[src/rtl/vq_src_select.sv]
module vq_src_select #(
  parameter int SLOTS  = 8,
  parameter int NQ     = 8,
  parameter int QDEPTH = 8,
  parameter int NPREG  = 32,
  parameter int ITER_W = 8,
  localparam int SL_W  = $clog2(SLOTS),
  localparam int QID_W = $clog2(NQ),
  localparam int QA_W  = $clog2(QDEPTH),
  localparam int PR_W  = $clog2(NPREG)
) (
  input  logic              clk,
  input  logic              rst_n,
  input  logic              disp_valid,
  input  logic [SL_W-1:0]   disp_slot,
  input  logic              disp_lie,
  input  logic              disp_lix,
  input  logic [QID_W-1:0]  disp_qid,
  input  logic [PR_W-1:0]   disp_preg,
  input  logic              vl_valid,
  input  logic [SL_W-1:0]   vl_slot,
  input  logic [ITER_W-1:0] vl_last,
  input  logic              iss_valid,
  input  logic [SL_W-1:0]   iss_slot,
  input  logic [ITER_W-1:0] iss_iter,
  output logic              rd_valid,
  output logic              rd_from_q,
  output logic [PR_W-1:0]   rd_preg,
  output logic [QID_W-1:0]  rd_qid,
  output logic [QA_W-1:0]   rd_qaddr,
  input  logic              wr_valid,
  input  logic [SL_W-1:0]   wr_slot,
  input  logic [ITER_W-1:0] wr_iter,
  output logic              wr_q_en,
  output logic              wr_g_en,
  output logic              wr_stall,
  output logic [QID_W-1:0]  wr_qid,
  output logic [QA_W-1:0]   wr_qaddr,
  output logic [PR_W-1:0]   wr_preg,
  output logic [NPREG-1:0]  busy_o
);

  logic [SLOTS-1:0]  s_val, s_lie, s_lix, s_known;
  logic [QID_W-1:0]  s_qid  [SLOTS];
  logic [PR_W-1:0]   s_preg [SLOTS];
  logic [ITER_W-1:0] s_last [SLOTS];
  logic [QDEPTH-1:0] occ    [NQ];
  logic [NPREG-1:0]  busy;

  logic wr_ok, disp_has_q;

  assign rd_valid  = iss_valid & s_val[iss_slot];
  assign rd_from_q = rd_valid & ~s_lie[iss_slot];
  assign rd_preg   = s_preg[iss_slot];
  assign rd_qid    = s_qid[iss_slot];
  assign rd_qaddr  = iss_iter[QA_W-1:0];

  assign wr_qid    = s_qid[wr_slot];
  assign wr_qaddr  = wr_iter[QA_W-1:0];
  assign wr_preg   = s_preg[wr_slot];
  assign wr_ok     = wr_valid & s_val[wr_slot] & ~(s_lie[wr_slot] & ~s_lix[wr_slot]);
  assign wr_stall  = wr_ok & occ[wr_qid][wr_qaddr];
  assign wr_q_en   = wr_ok & ~wr_stall;
  assign wr_g_en   = wr_q_en & s_lix[wr_slot] & s_known[wr_slot] &
                     (wr_iter == s_last[wr_slot]);

  assign disp_has_q = ~(disp_lie & ~disp_lix);
  assign busy_o     = busy;

  always_ff @(posedge clk) begin
    if (!rst_n) begin
      s_val   <= '0;
      s_lie   <= '0;
      s_lix   <= '0;
      s_known <= '0;
      busy    <= '0;
      for (int i = 0; i < SLOTS; i++) begin
        s_qid[i]  <= '0;
        s_preg[i] <= '0;
        s_last[i] <= '0;
      end
      for (int q = 0; q < NQ; q++) occ[q] <= '0;
    end else begin
      if (rd_valid && s_lie[iss_slot] && s_lix[iss_slot])
        s_lie[iss_slot] <= 1'b0;
      if (vl_valid) begin
        s_known[vl_slot] <= 1'b1;
        s_last[vl_slot]  <= vl_last;
      end
      if (disp_valid) begin
        s_val[disp_slot]   <= 1'b1;
        s_lie[disp_slot]   <= disp_lie;
        s_lix[disp_slot]   <= disp_lix;
        s_known[disp_slot] <= 1'b0;
        s_qid[disp_slot]   <= disp_qid;
        s_preg[disp_slot]  <= disp_preg;
      end

      for (int q = 0; q < NQ; q++) begin
        for (int e = 0; e < QDEPTH; e++) begin
          if (wr_q_en && wr_qid == QID_W'(q) && wr_qaddr == QA_W'(e))
            occ[q][e] <= 1'b1;
          else if (disp_valid && disp_has_q && disp_qid == QID_W'(q))
            occ[q][e] <= 1'b0;
          else if (rd_from_q && rd_qid == QID_W'(q) && rd_qaddr == QA_W'(e))
            occ[q][e] <= 1'b0;
        end
      end

      for (int p = 0; p < NPREG; p++) begin
        if (disp_valid && disp_lix && disp_preg == PR_W'(p))
          busy[p] <= 1'b1;
        else if (wr_g_en && wr_preg == PR_W'(p))
          busy[p] <= 1'b0;
      end
    end
  end

endmodule

[config.mk]
export PLATFORM = sky130hd
export DESIGN_NAME = vq_src_select
export DESIGN_NICKNAME = d
export VERILOG_FILES = /design/src/rtl/vq_src_select.sv
export SDC_FILE = /design/constraint.sdc
export NUM_CORES = 1
export LEC_CHECK = 0
export CORE_UTILIZATION = 50
export CTS_CLUSTER_DIAMETER = 100
export CTS_CLUSTER_SIZE = 8
export DETAILED_ROUTE_END_ITERATION = 16
export PLACE_DENSITY_LB_ADDON = 0.2
export SETUP_SLACK_MARGIN = 0.2
export SKIP_LAST_GASP = 1
export SLEW_MARGIN = 5
export SYNTH_ARGS = -nofsm -noshare
export SYNTH_HDL_FRONTEND = slang
export SYNTH_SLANG_ARGS = --single-unit
[constraint.sdc]
create_clock -name clk -period 9.25 [get_ports clk]
set_input_delay 0.925 -clock clk [delete_from_list [all_inputs] [get_ports clk]]
set_output_delay 0.925 -clock clk [all_outputs]
set_load 0.01 [all_outputs]
# Word-level counts from Yosys, hierarchy flattened
# Memories as Yosys holds them, arrays and structs flattened.
# Index checks and enable logic that the tools add are counted.
dict set report word_totals {
  regBits 64
  ram_bits 192
  inputBits 52
  out_inout_bits 59
  elab_cells 1640
  n_memories 4
}
# memory words width rd rd_ports_with_merged_regs write_ports line
set memory_table {}
lappend memory_table {occ 8 8 1 0 8 47} ;# logic [QDEPTH-1:0] occ [NQ];
lappend memory_table {s_last 8 8 1 0 8 46} ;# logic [ITER_W-1:0] s_last [SLOTS];
lappend memory_table {s_preg 8 5 2 0 8 45} ;# logic [PR_W-1:0] s_preg [SLOTS];
lappend memory_table {s_qid 8 3 2 0 8 44} ;# logic [QID_W-1:0] s_qid [SLOTS];
dict set report op_classes {
  order_cmp 8
  n_eq_ne 98
  mux 1014
  n_bitwise 215
  n_reduce_logical 265
}
# operator count
set ops {}
lappend ops {{$mux 1} 989}
lappend ops {{$logic_and 1x1->1} 223}
lappend ops {{$or 1x1->1} 192}
lappend ops {{$eq 5x5->1 const B} 32}
lappend ops {{$eq 5x4->1 const B} 16}
lappend ops {{$reduce_bool 2->1} 32}
lappend ops {{$eq 3x3->1 const B} 20}
lappend ops {{$mux 8} 7}
lappend ops {{$eq 5x3->1 const B} 8}
lappend ops {{$eq 3x2->1 const B} 10}
lappend ops {{$bmux 1 s3} 8}
lappend ops {{$eq 5x2->1 const B} 4}
lappend ops {{$lt 3x4->1 const B} 5}
lappend ops {{$and 8x8->8} 2}
lappend ops {{$bwmux 8} 2}
lappend ops {{$not 8->8} 2}
lappend ops {{$or 8x8->8} 2}
lappend ops {{$eq 3x1->1 const B} 5}
lappend ops {{$logic_not 3->1} 5}
lappend ops {{$mux 3} 4}
lappend ops {{$and 1x1->1} 11}
lappend ops {{$eq 5x1->1 const B} 2}
lappend ops {{$logic_not 5->1} 2}
lappend ops {{$demux 1 s3} 3}
lappend ops {{7 further kinds} 14}

# Longest topological paths before layout
# Gate-level depths: netlist of the first run.
dict set report logic_depth {
  word_depth 17
  ltp_mapped 13
  depth_no_buf 10
}

# Least setup slack after synthesis of the first run
# OpenSTA, ideal clock, no wires.
dict set report synth_timing {
  path_type {input -> output}
  from {input port wr_slot[0]}
  to {output port wr_g_en}
  arrival_time_ns 3.200
  required_ns 8.325
  setup_slack_ns 5.125
  path_stages 12
  n_path_buf 4
  path_cell_list {buf_6 -> mux2i_1 -> mux4_2 -> buf_6 -> buf_6 -> mux2i_1 -> nor4_1 -> nor4_1 -> nand4_1 -> o22a_1 -> buf_6 -> nor3_1}
}
dict set report synth_via {
  elab_chain_cells 12
  elab_cells_between_ends 25
  cone_classes {eq/ne: 1; mux: 10; bitwise: 11; memory: 3}
}
# element line
set synth_lines {}
lappend synth_lines {{start: declaration} 32} ;# input logic [SL_W-1:0] wr_slot,
lappend synth_lines {{parallel branches: the longest is 11 deep, another holds $mem_v2 8x8} -}
lappend synth_lines {{$and 1x1->1 *} 64} ;# assign wr_g_en = wr_q_en & s_lix[wr_slot] & s_known[wr_slot] &
lappend synth_lines {{end: declaration} 35} ;# output logic wr_g_en,
# Every way passes the cells marked *. The select of a mux whose other input is x is not followed.

# Final worst setup path of the first run
# Same ends and word-level chain as after synthesis.

==> run summary, run 1 <==
Placement Cell Area -> 14900 sq um
Wire length per cell -> 23.13 um
Peak VDD IR -> 0.1481 mV
Most frequent cell after synthesis -> edfxtp_1
Flops & latches, synth -> 256
Slew Viols, Final -> 0
Core area -> 26880 sq um
Final Hold Vio Count -> 0
# Post-CTS Setup Buffers -> 0
Fillers -> 2241
Die Wd -> 167.4 um
Row count -> 60
Count of input and output buffers -> 105
Largest net degree at the start of global routing -> 56
CTS tree -> yes
Syn. warnings -> 0
# hold bufs at CTS -> 0
DRT Wirelength -> 40170 um
Synth area leaders -> edfxtp_1 (42%), dfxtp_1 (9.4%), and2_1 (5.8%)
Power Density -> 186.2 nW/um^2
Routed Antenna Nets -> 0
Worst Path Required -> 8.33 ns
DR iter-0 viols -> 1271
Worst hold path type -> register to register
Num CTS Buffers -> 37
Boundary Pins -> 111
FF-to-FF setup slack -> 4.66 ns
# H-tree levels -> 2
Clock-pin slew on the worst setup and hold paths -> 0.05 ns
CTS root buffer -> clkbuf_16
Die ar. -> 28020 sq um
RSZ-0062 raised after global routing -> false
Clk Latency, worst-skew pair -> 0.51 ns
Synth unique cells -> 65
Crit-path max FO -> 46
Post-DP HPWL -> 26170 um
Slew HR -> 18.45%
Setup-failing EPs final -> 0
Post-synth top cells -> edfxtp_1 (192), nor2_1 (147), and2_1 (126), nand2_1 (119), dfxtp_1 (64)
Min Hold Slack -> 0.4729 ns
Primary FF master, synth -> edfxtp_1
Setup_tns -> 0 ns
Die height -> 167.4 um
Mapped Area -> 13680 sq um
Worst Tran Pin Value -> 1.219 ns
CP Capture Type -> output pin
Fin crit period -> 6.180 ns
First-pass GRT wire length -> 61790 um
Fraction of layout cells with a size suffix above 1 -> 9.032%
Synth area leader -> edfxtp_1
Total grt overflow -> 0
Fmax -> 0.1618 GHz
Synthesis-to-finish area growth -> 16.72%
GPL Wtd Cong -> 0.9009
Critical Path AT -> 5.25 ns
Via count -> 11080
Clock buffer depth -> 3
Initial Util -> 50.88%
Final Skew -> 0.01028 ns
Clock Sinks -> 256
Final core utilization -> 59.39%
Syn Area/Cell -> 10.58 sq um
Leakage -> 5.525 nW
Number of synthesized flops with an enable pin -> 192
Seq/Total Area, Yosys -> 51.53%
Number of global-route vias before repair -> 10720
Remaining DRCs -> 0
Vias per std cell -> 6.377
Final Instance Area -> 15960 sq um
Cells after Synth -> 1293
CP Class -> primary input to output pin
Max cap viols -> 0
GR Util All Layers -> 28.93%
Startpoint type of the worst setup path -> primary input
Syn_nets -> 1345
Status -> completed
Post-CTS sizing -> 0
First-pass DRT Iterations -> 6
Initial antenna violation count -> 0
Async set or reset register ratio after synthesis -> 0%
Period utilization -> 66.81%
Post-layout nets -> 1425
Top cell type's share of synthesized area -> 42.16%
[where the power goes]
group | switching, W | internal, W
clock network | 0.000481 | 0.000771
logic | 0.000247 | 0.000151
registers | 0.0000245 | 0.00130
[state kept, by name, indices dropped and copies added (netlist names)]
register and count:
busy_o 32, s_known 8, s_lie 8, s_qid 24, s_val 8, occ 64
s_lix 8, s_preg 40, s_last 64
[per-stage QoR]
| step | setup slack (ns) | power, W | instances |
|---|---|---|---|
| detailed placement | 3.158 | 0.001736 | 1675 |
| global placement | 3.251 | 0.001727 | 1675 |
| floorplan | 5.125 | 0.001588 | 1293 |
| global route | 2.839 | 0.003065 | 1736 |
| CTS | 3.174 | 0.002982 | 1736 |
| finish | 3.070 | 0.002973 | 1737 |
[final cells by class]
| class | count | area [sq um] | area share (%) |
|---|---|---|---|
| multi-input cells | 924 | 6118 | 38.33 |
| diodes | 1 | 2.502 | 0.01568 |
| well taps | 341 | 426.7 | 2.673 |
| inverters | 25 | 93.84 | 0.5879 |
| clock inverters | 1 | 8.758 | 0.05487 |
| repair buffers | 129 | 1211 | 7.587 |
| clock buffers | 60 | 1055 | 6.608 |
| flip-flops and latches | 256 | 7047 | 44.14 |
[cell usage in the layout (no fill, tap or decap), types with 39 or more instances in the layout]
cell type,netlist,final
dfxtp_1,64,64
nand2_1,119,119
nor3_1,41,41
clkbuf_16,0,39
edfxtp_1,192,192
nor2_1,147,147
clkdlybuf4s50_1,0,101
and2_1,126,126
mux2i_1,52,52
o21ai_0,49,49
o221ai_1,46,46
[worst paths after layout]
kind	cells after the start	end	from
hold / removal	1	s_val[7]	s_val[7]
hold reg to reg	1	s_val[7]	s_val[7]
setup / recovery	11	wr_g_en	wr_slot[0]
setup reg to reg	10	occ[5][7]	s_qid[6][2]
[routing by layer]
layer | vias to the layer above | global-route usage [%] | share of wire (%)
li1 | 4992 | - | -
met1 | 5355 | 39.51 | 41
met2 | 625 | 46.11 | 47
met3 | 104 | 5.271 | 9.3
met4 | 0 | 10.73 | 2.9
met5 | - | 0 | 0
[critical path, stage by stage]
cell,delay [ns]
buf_2,0.07
buf_4,0.63
nand3b_1,0.20
nand4_1,0.67
inv_1,0.68
nor3_1,0.12
nor4_1,0.36
nand4_1,0.24
o22a_1,0.44
nor3_1,0.28
clkdlybuf4s50_1,0.59
[cell families (layout without fill, tap and decap cells)]
family,Yosys count,after routing,share of synthesized area [%]
AO/OA/AOI/OAI,266,266,13.82
XOR/XNOR,8,8,0.5124
buffers and inverters,113,215,3.733
flip-flops,256,256,51.53
multiplexers,98,98,10.39
other,0,1,0
AND/OR/NAND/NOR,552,552,20.02
Power figures use the tool's default switching activity.
==> run 2, diff against run 1 <==
==> constraint.sdc (replaced) <==
create_clock -name clk -period 5.6 [get_ports clk]
set_input_delay 0.56 -clock clk [delete_from_list [all_inputs] [get_ports clk]]
set_output_delay 0.56 -clock clk [all_outputs]
set_load 0.01 [all_outputs]
==> run 2 against run 1 <==
Via count is 0.24% higher. Setup slack worse by 2.2 ns. Total power is 66% higher. Die area unchanged. Critical endpoint unchanged.
==> run summary, run 2 (synthesis gave the netlist of run 1 again) <==
Post-DP HPWL -> 26900 um (+2.8%)
# Post-CTS Setup Buffers -> 0 (unchanged)
Setup_tns -> 0 ns (unchanged)
Status -> completed
Max cap viols -> 0 (unchanged)
Post-CTS sizing -> 0 (unchanged)
Power Density -> 307.5 nW/um^2 (+65%)
CP Capture Type -> output pin
Initial Util -> 50.88% (unchanged)
Crit. Startpoint -> wr_slot[0]
Number of global-route vias before repair -> 10660 (-0.51%)
GR Util All Layers -> 28.87% (-0.059 points)
DR iter-0 viols -> 1398 (+10%)
Slew Viols, Final -> 0 (unchanged)
Kind of cell adding the most delay to the critical path -> multiplexers
Final core utilization -> 59.60% (+0.20 points)
Placed insts -> 1682 (+0.42%)
Worst Path Required -> 5.04 ns (-3.29 ns)
Total grt overflow -> 0 (unchanged)
Startpoint type of the worst setup path -> primary input
Worst path bufs/invs -> 2 (-2)
GPL Wtd Cong -> 0.9351 (+3.8%)
Fin crit period -> 4.775 ns
Fmax -> 0.2094 GHz
Fraction of layout cells with a size suffix above 1 -> 9.486% (+0.45 points)
Worst hold path type -> register to register
Largest registers -> occ: 64 flops, s_last: 64 flops, s_preg: 40 flops
DRT Wirelength -> 40230 um (+0.15%)
CP Class -> primary input to output pin
CTS tree -> yes
Worst Tran Pin Value -> 1.323 ns (+0.1043 ns)
Critical Path AT -> 4.21 ns (-1.04 ns)
Critical Path Stages -> 10 (-1)
CTS root buffer -> clkbuf_16
Core area -> 26880 sq um (unchanged)
Largest net degree at the start of global routing -> 56 (unchanged)
Crit-path max FO -> 33 (-28%)
FF-to-FF setup slack -> 1.74 ns (-2.92 ns)
Post-layout nets -> 1432 (+0.49%)
Wire length per cell -> 23.07 um (-0.25%)
Final Hold Vio Count -> 0 (unchanged)
# hold bufs at CTS -> 0 (unchanged)
Worst hold path stage count -> 1 (unchanged)
Setup crit end -> wr_g_en
Die Wd -> 167.4 um (unchanged)
Pre-CTS WS -> 0.8584 ns (-2.300 ns)
Worst path max stage delay -> 0.88 ns (+0.20 ns)
Slew HR -> 11.13% (-7.3 points)
Leakage -> 5.558 nW (+0.59%)
Vias per std cell -> 6.366 (-0.16%)
Die height -> 167.4 um (unchanged)
RSZ-0062 raised after global routing -> false
Period utilization -> 85.26%
# H-tree levels -> 2 (unchanged)
Row count -> 60 (unchanged)
Final Skew -> 0.01253 ns (+0.002251 ns)
Setup-failing EPs final -> 0 (unchanged)
Fin cells -> 1744 (+0.40%)
Most frequent cells in the layout -> edfxtp_1 (192), nor2_1 (147), and2_1 (126)
Clock buffer depth -> 3 (unchanged)
Slowest CP cell -> mux4_2
Commonest non-fill, non-tap cell in the layout -> edfxtp_1
Clock Sinks -> 256 (unchanged)
Via count -> 11100 (+0.24%)
Min Hold Slack -> 0.4714 ns (-0.001418 ns)
Peak VDD IR -> 0.2689 mV (+82%)
Final Worst Setup Slack -> 0.8252 ns (-2.245 ns)
Num CTS Buffers -> 37 (unchanged)
First-pass GRT wire length -> 61430 um (-0.58%)
First-pass DRT Iterations -> 6 (unchanged)
Boundary Pins -> 111 (unchanged)
Die ar. -> 28020 sq um (unchanged)
Initial antenna violation count -> 1 (+1)
Worst R2R Start -> s_qid[5][0]
Remaining DRCs -> 0 (unchanged)
Clock-pin slew on the worst setup and hold paths -> 0.05 ns (about the same)
R2R cell count -> 10 (unchanged)
Synthesis-to-finish area growth -> 17.13%
Reg-to-Reg End -> occ[5][7]
Clk Latency, worst-skew pair -> 0.53 ns (+0.02 ns)
Count of input and output buffers -> 105 (unchanged)
Routed Antenna Nets -> 0 (unchanged)
Critical Path, Cell by Cell -> buf_2 > mux2i_1 > mux4_2 > mux2i_1 > nor4_1 > nor4_1 > nand4_1 > o22a_1 > nor3_1 > clkdlybuf4s50_1
-- run 2: worst register-to-register path: stages (launching register included) --
cell,delay [ns]
edfxtp_1,0.41
mux2i_1,0.15
mux4_2,0.89
mux2i_1,0.30
nor4_1,0.07
nor4_1,0.48
nand4_1,0.24
o22ai_2,0.28
nand4_2,0.13
buf_4,0.28
o221ai_1,0.31
-- run 2: cell type report --
class,instances,area [sq um]
Antenna cell,1,2.502
Clock buffer,59,1030
Clock inverter,2,36.28
Fill cell,2284,10860
Inverter,25,93.84
Multi-Input combinational cell,924,6118
Sequential cell,256,7047
Tap cell,341,426.7
Timing Repair Buffer,136,1264
-- run 2: stage by stage --
stage                     cell area [sq um]  total power, W
after floorplan                       13680        0.002623
after global placement                14950        0.002862
after detailed placement              14950        0.002876
after CTS                             16020        0.004934
after global routing                  16020        0.005076
final                                 16020        0.004925
-- run 2: where the power goes --
group	internal [W]	total (W)	switching, W
logic	0.000256	0.000664	0.000408
registers	0.00214	0.00219	0.0000430
clock network	0.00126	0.00207	0.000818
-- run 2: worst min-delay path by stage --
stage | slack (ns) | from | to
finish | 0.47 | s_val[6] | s_val[6]
global route | 0.50 | busy_o[1] | busy_o[1]
CTS | 0.47 | s_known[0] | s_known[0]
detailed placement | 0.46 | s_known[0] | s_known[0]
global placement | 0.45 | s_known[2] | s_known[2]
floorplan | 0.44 | s_val[1] | s_val[1]
-- run 2: routing by layer --
metal | GRT usage (%) | up-vias | wire length (um)
li1 | - | 5009 | -
met1 | 38.99 | 5333 | 16350
met2 | 45.58 | 649 | 18550
met3 | 6.618 | 112 | 4063
met4 | 10.49 | 0 | 1274
met5 | 0 | - | 0
==> run 3, diff against run 2 <==
--- a/config.mk
+++ b/config.mk
@@ -5,7 +5,10 @@
 export SDC_FILE = /design/constraint.sdc
 export NUM_CORES = 1
 export LEC_CHECK = 0
-export CORE_UTILIZATION = 50
+export CELL_PAD_IN_SITES_DETAIL_PLACEMENT = 0
+export CELL_PAD_IN_SITES_GLOBAL_PLACEMENT = 1
+export CORE_MARGIN = 2
+export CORE_UTILIZATION = 42
 export CTS_CLUSTER_DIAMETER = 100
 export CTS_CLUSTER_SIZE = 8
 export DETAILED_ROUTE_END_ITERATION = 16
==> run 3 against run 2 <==
Utilization fell by 9.6 points. Cell count grew 5.8%. Die area up 21%. Non-clock buffer count up 3. Register-to-register slack better by 0.05 ns. Total power barely moved. Final area up 0.87%. Clock skew increased by 0.0046 ns. Wire length up 5.3%. Critical path type unchanged. Largest cell class unchanged.
==> run summary, run 3 (synthesis gave the netlist of run 1 again) <==
Initial antenna violation count -> 2 (+1)
Worst hold path type -> register to register
CTS tree -> yes
Worst Path Required -> 5.04 ns (about the same)
Min Hold Slack -> 0.4728 ns (+0.001365 ns)
Fmax -> 0.2100 GHz (+0.27%)
# H-tree levels -> 2 (unchanged)
Routed Antenna Nets -> 0 (unchanged)
Largest net degree at the start of global routing -> 55 (-1.8%)
Setup_tns -> 0 ns (unchanged)
Leakage -> 5.569 nW (+0.21%)
Core area -> 32290 sq um (+20%)
Fin crit period -> 4.762 ns (-0.01269 ns)
Via count -> 10910 (-1.7%)
Post-CTS sizing -> 0 (unchanged)
Count of input and output buffers -> 105 (unchanged)
Die height -> 184.4 um (+10%)
Final Skew -> 0.01709 ns (+0.004555 ns)
Post-DP HPWL -> 28660 um (+6.5%)
Commonest non-fill, non-tap cell in the layout -> edfxtp_1
Worst Tran Pin Value -> 1.245 ns (-0.07800 ns)
Critical Path AT -> 4.20 ns (about the same)
Power Density -> 305.0 nW/um^2 (-0.81%)
Clock-pin slew on the worst setup and hold paths -> 0.05 ns (about the same)
First-pass GRT wire length -> 63760 um (+3.8%)
Met1 GRT Util -> 34.27% (-4.7 points)
GPL Wtd Cong -> 0.8524 (-8.8%)
CP Capture Type -> output pin
Worst hold path stage count -> 1 (unchanged)
Peak VDD IR -> 0.2451 mV (-8.9%)
R2R cell count -> 11 (+1)
Max cap viols -> 0 (unchanged)
Met3 Usage GRT -> 3.873% (-2.7 points)
Crit-path max FO -> 29 (-12%)
Post-layout nets -> 1435 (+0.21%)
Clock buffer depth -> 3 (unchanged)
Slew HR -> 16.70% (+5.6 points)
First-pass DRT Iterations -> 6 (unchanged)
Startpoint type of the worst setup path -> primary input
Final Hold Vio Count -> 0 (unchanged)
Pre-CTS WS -> 0.8947 ns (+0.03636 ns)
Most frequent cells in the layout -> edfxtp_1 (192), nor2_1 (147), and2_1 (126)
Final Instance Area -> 16160 sq um (+0.87%)
Clk Latency, worst-skew pair -> 0.52 ns (about the same)
Fraction of layout cells with a size suffix above 1 -> 9.772% (+0.29 points)
Final core utilization -> 50.04% (-9.6 points)
GRT Max-Usage Layer -> met2
Die ar. -> 34020 sq um (+21%)
CTS root buffer -> clkbuf_16
Synthesis-to-finish area growth -> 18.15%
DRT Wirelength -> 42380 um (+5.3%)
Remaining DRCs -> 0 (unchanged)
Boundary Pins -> 111 (unchanged)
Number of global-route vias before repair -> 10690 (+0.31%)
Status -> completed
Placement Cell Area -> 15100 sq um (+1.0%)
# Post-CTS Setup Buffers -> 0 (unchanged)
CP Class -> primary input to output pin
Die Wd -> 184.4 um (+10%)
GR Util met2 -> 40.26% (-5.3 points)
# hold bufs at CTS -> 0 (unchanged)
Total grt overflow -> 0 (unchanged)
GR Util All Layers -> 24.99% (-3.9 points)
RSZ-0062 raised after global routing -> false
DR iter-0 viols -> 1080 (-23%)
Initial Util -> 42.35% (-8.5 points)
Largest registers -> occ: 64 flops, s_last: 64 flops, s_preg: 40 flops
Slew Viols, Final -> 0 (unchanged)
Period utilization -> 85.04% (-0.23 points)
Vias per std cell -> 5.915 (-7.1%)
Num CTS Buffers -> 37 (unchanged)
Wire length per cell -> 22.97 um (-0.43%)
Row count -> 66 (+10%)
Final Worst Setup Slack -> 0.8379 ns (+0.01269 ns)
Clock Sinks -> 256 (unchanged)
Setup-failing EPs final -> 0 (unchanged)
## run 3: changes by cell type in the layout (fill, tap and decap cells not counted)
cell / delta
clkbuf_1: -3
clkbuf_16: +1
buf_4: +3
inv_6: +1
clkinv_8: -1
nor3_1: -1
nor3_2: +1
inv_16: -1
## run 3: stage by stage
stage / total power [W] / std cells
after floorplan: 0.002623 / 1293
after global placement: 0.002879 / 1786
after detailed placement: 0.002887 / 1786
after CTS: 0.004959 / 1844
after global routing: 0.005102 / 1845
final: 0.004928 / 1845
## run 3: routing by layer
metal	vias up	share of wire (%)
met5	-	0.028
li1	5015	-
met4	2	3.2
met3	104	6.8
met1	5333	43
met2	460	47
## run 3: report_power, final
| group | total, W | switching, W | leakage [nW] | internal (W) |
|---|---|---|---|---|
| combinational | 0.000670 | 0.000413 | 2.66 | 0.000257 |
| clock | 0.00207 | 0.000806 | 0.506 | 0.00127 |
| sequential | 0.00219 | 0.0000419 | 2.40 | 0.00214 |
## run 3: worst paths after layout
path	endpoint	startpoint	slack (ns)
max reg2reg	occ[2][1]	s_qid[4][0]	1.79
min reg2reg	s_val[0]	s_val[0]	0.47
min	s_val[0]	s_val[0]	0.47
max	wr_g_en	wr_slot[1]	0.84
## run 3: area by class of cell
cell class	instances	area (sq um)
fillers	2937	16130
flip-flops and latches	256	7047
multi-input cells	924	6123
repair buffers	139	1286
clock buffers	57	1044
well taps	442	553.0
inverters	25	93.84
clock inverters	1	8.758
diodes	1	2.502
## run 3: worst max-delay path, cell delays in order
cell and delay, ns:
buf_2 0.51, mux4_2 0.94, buf_4 0.30, mux2i_1 0.25
nand2_1 0.08, a32oi_1 0.28, o21ai_0 0.17, o22a_1 0.28
nor3_1 0.19, clkdlybuf4s50_1 0.61
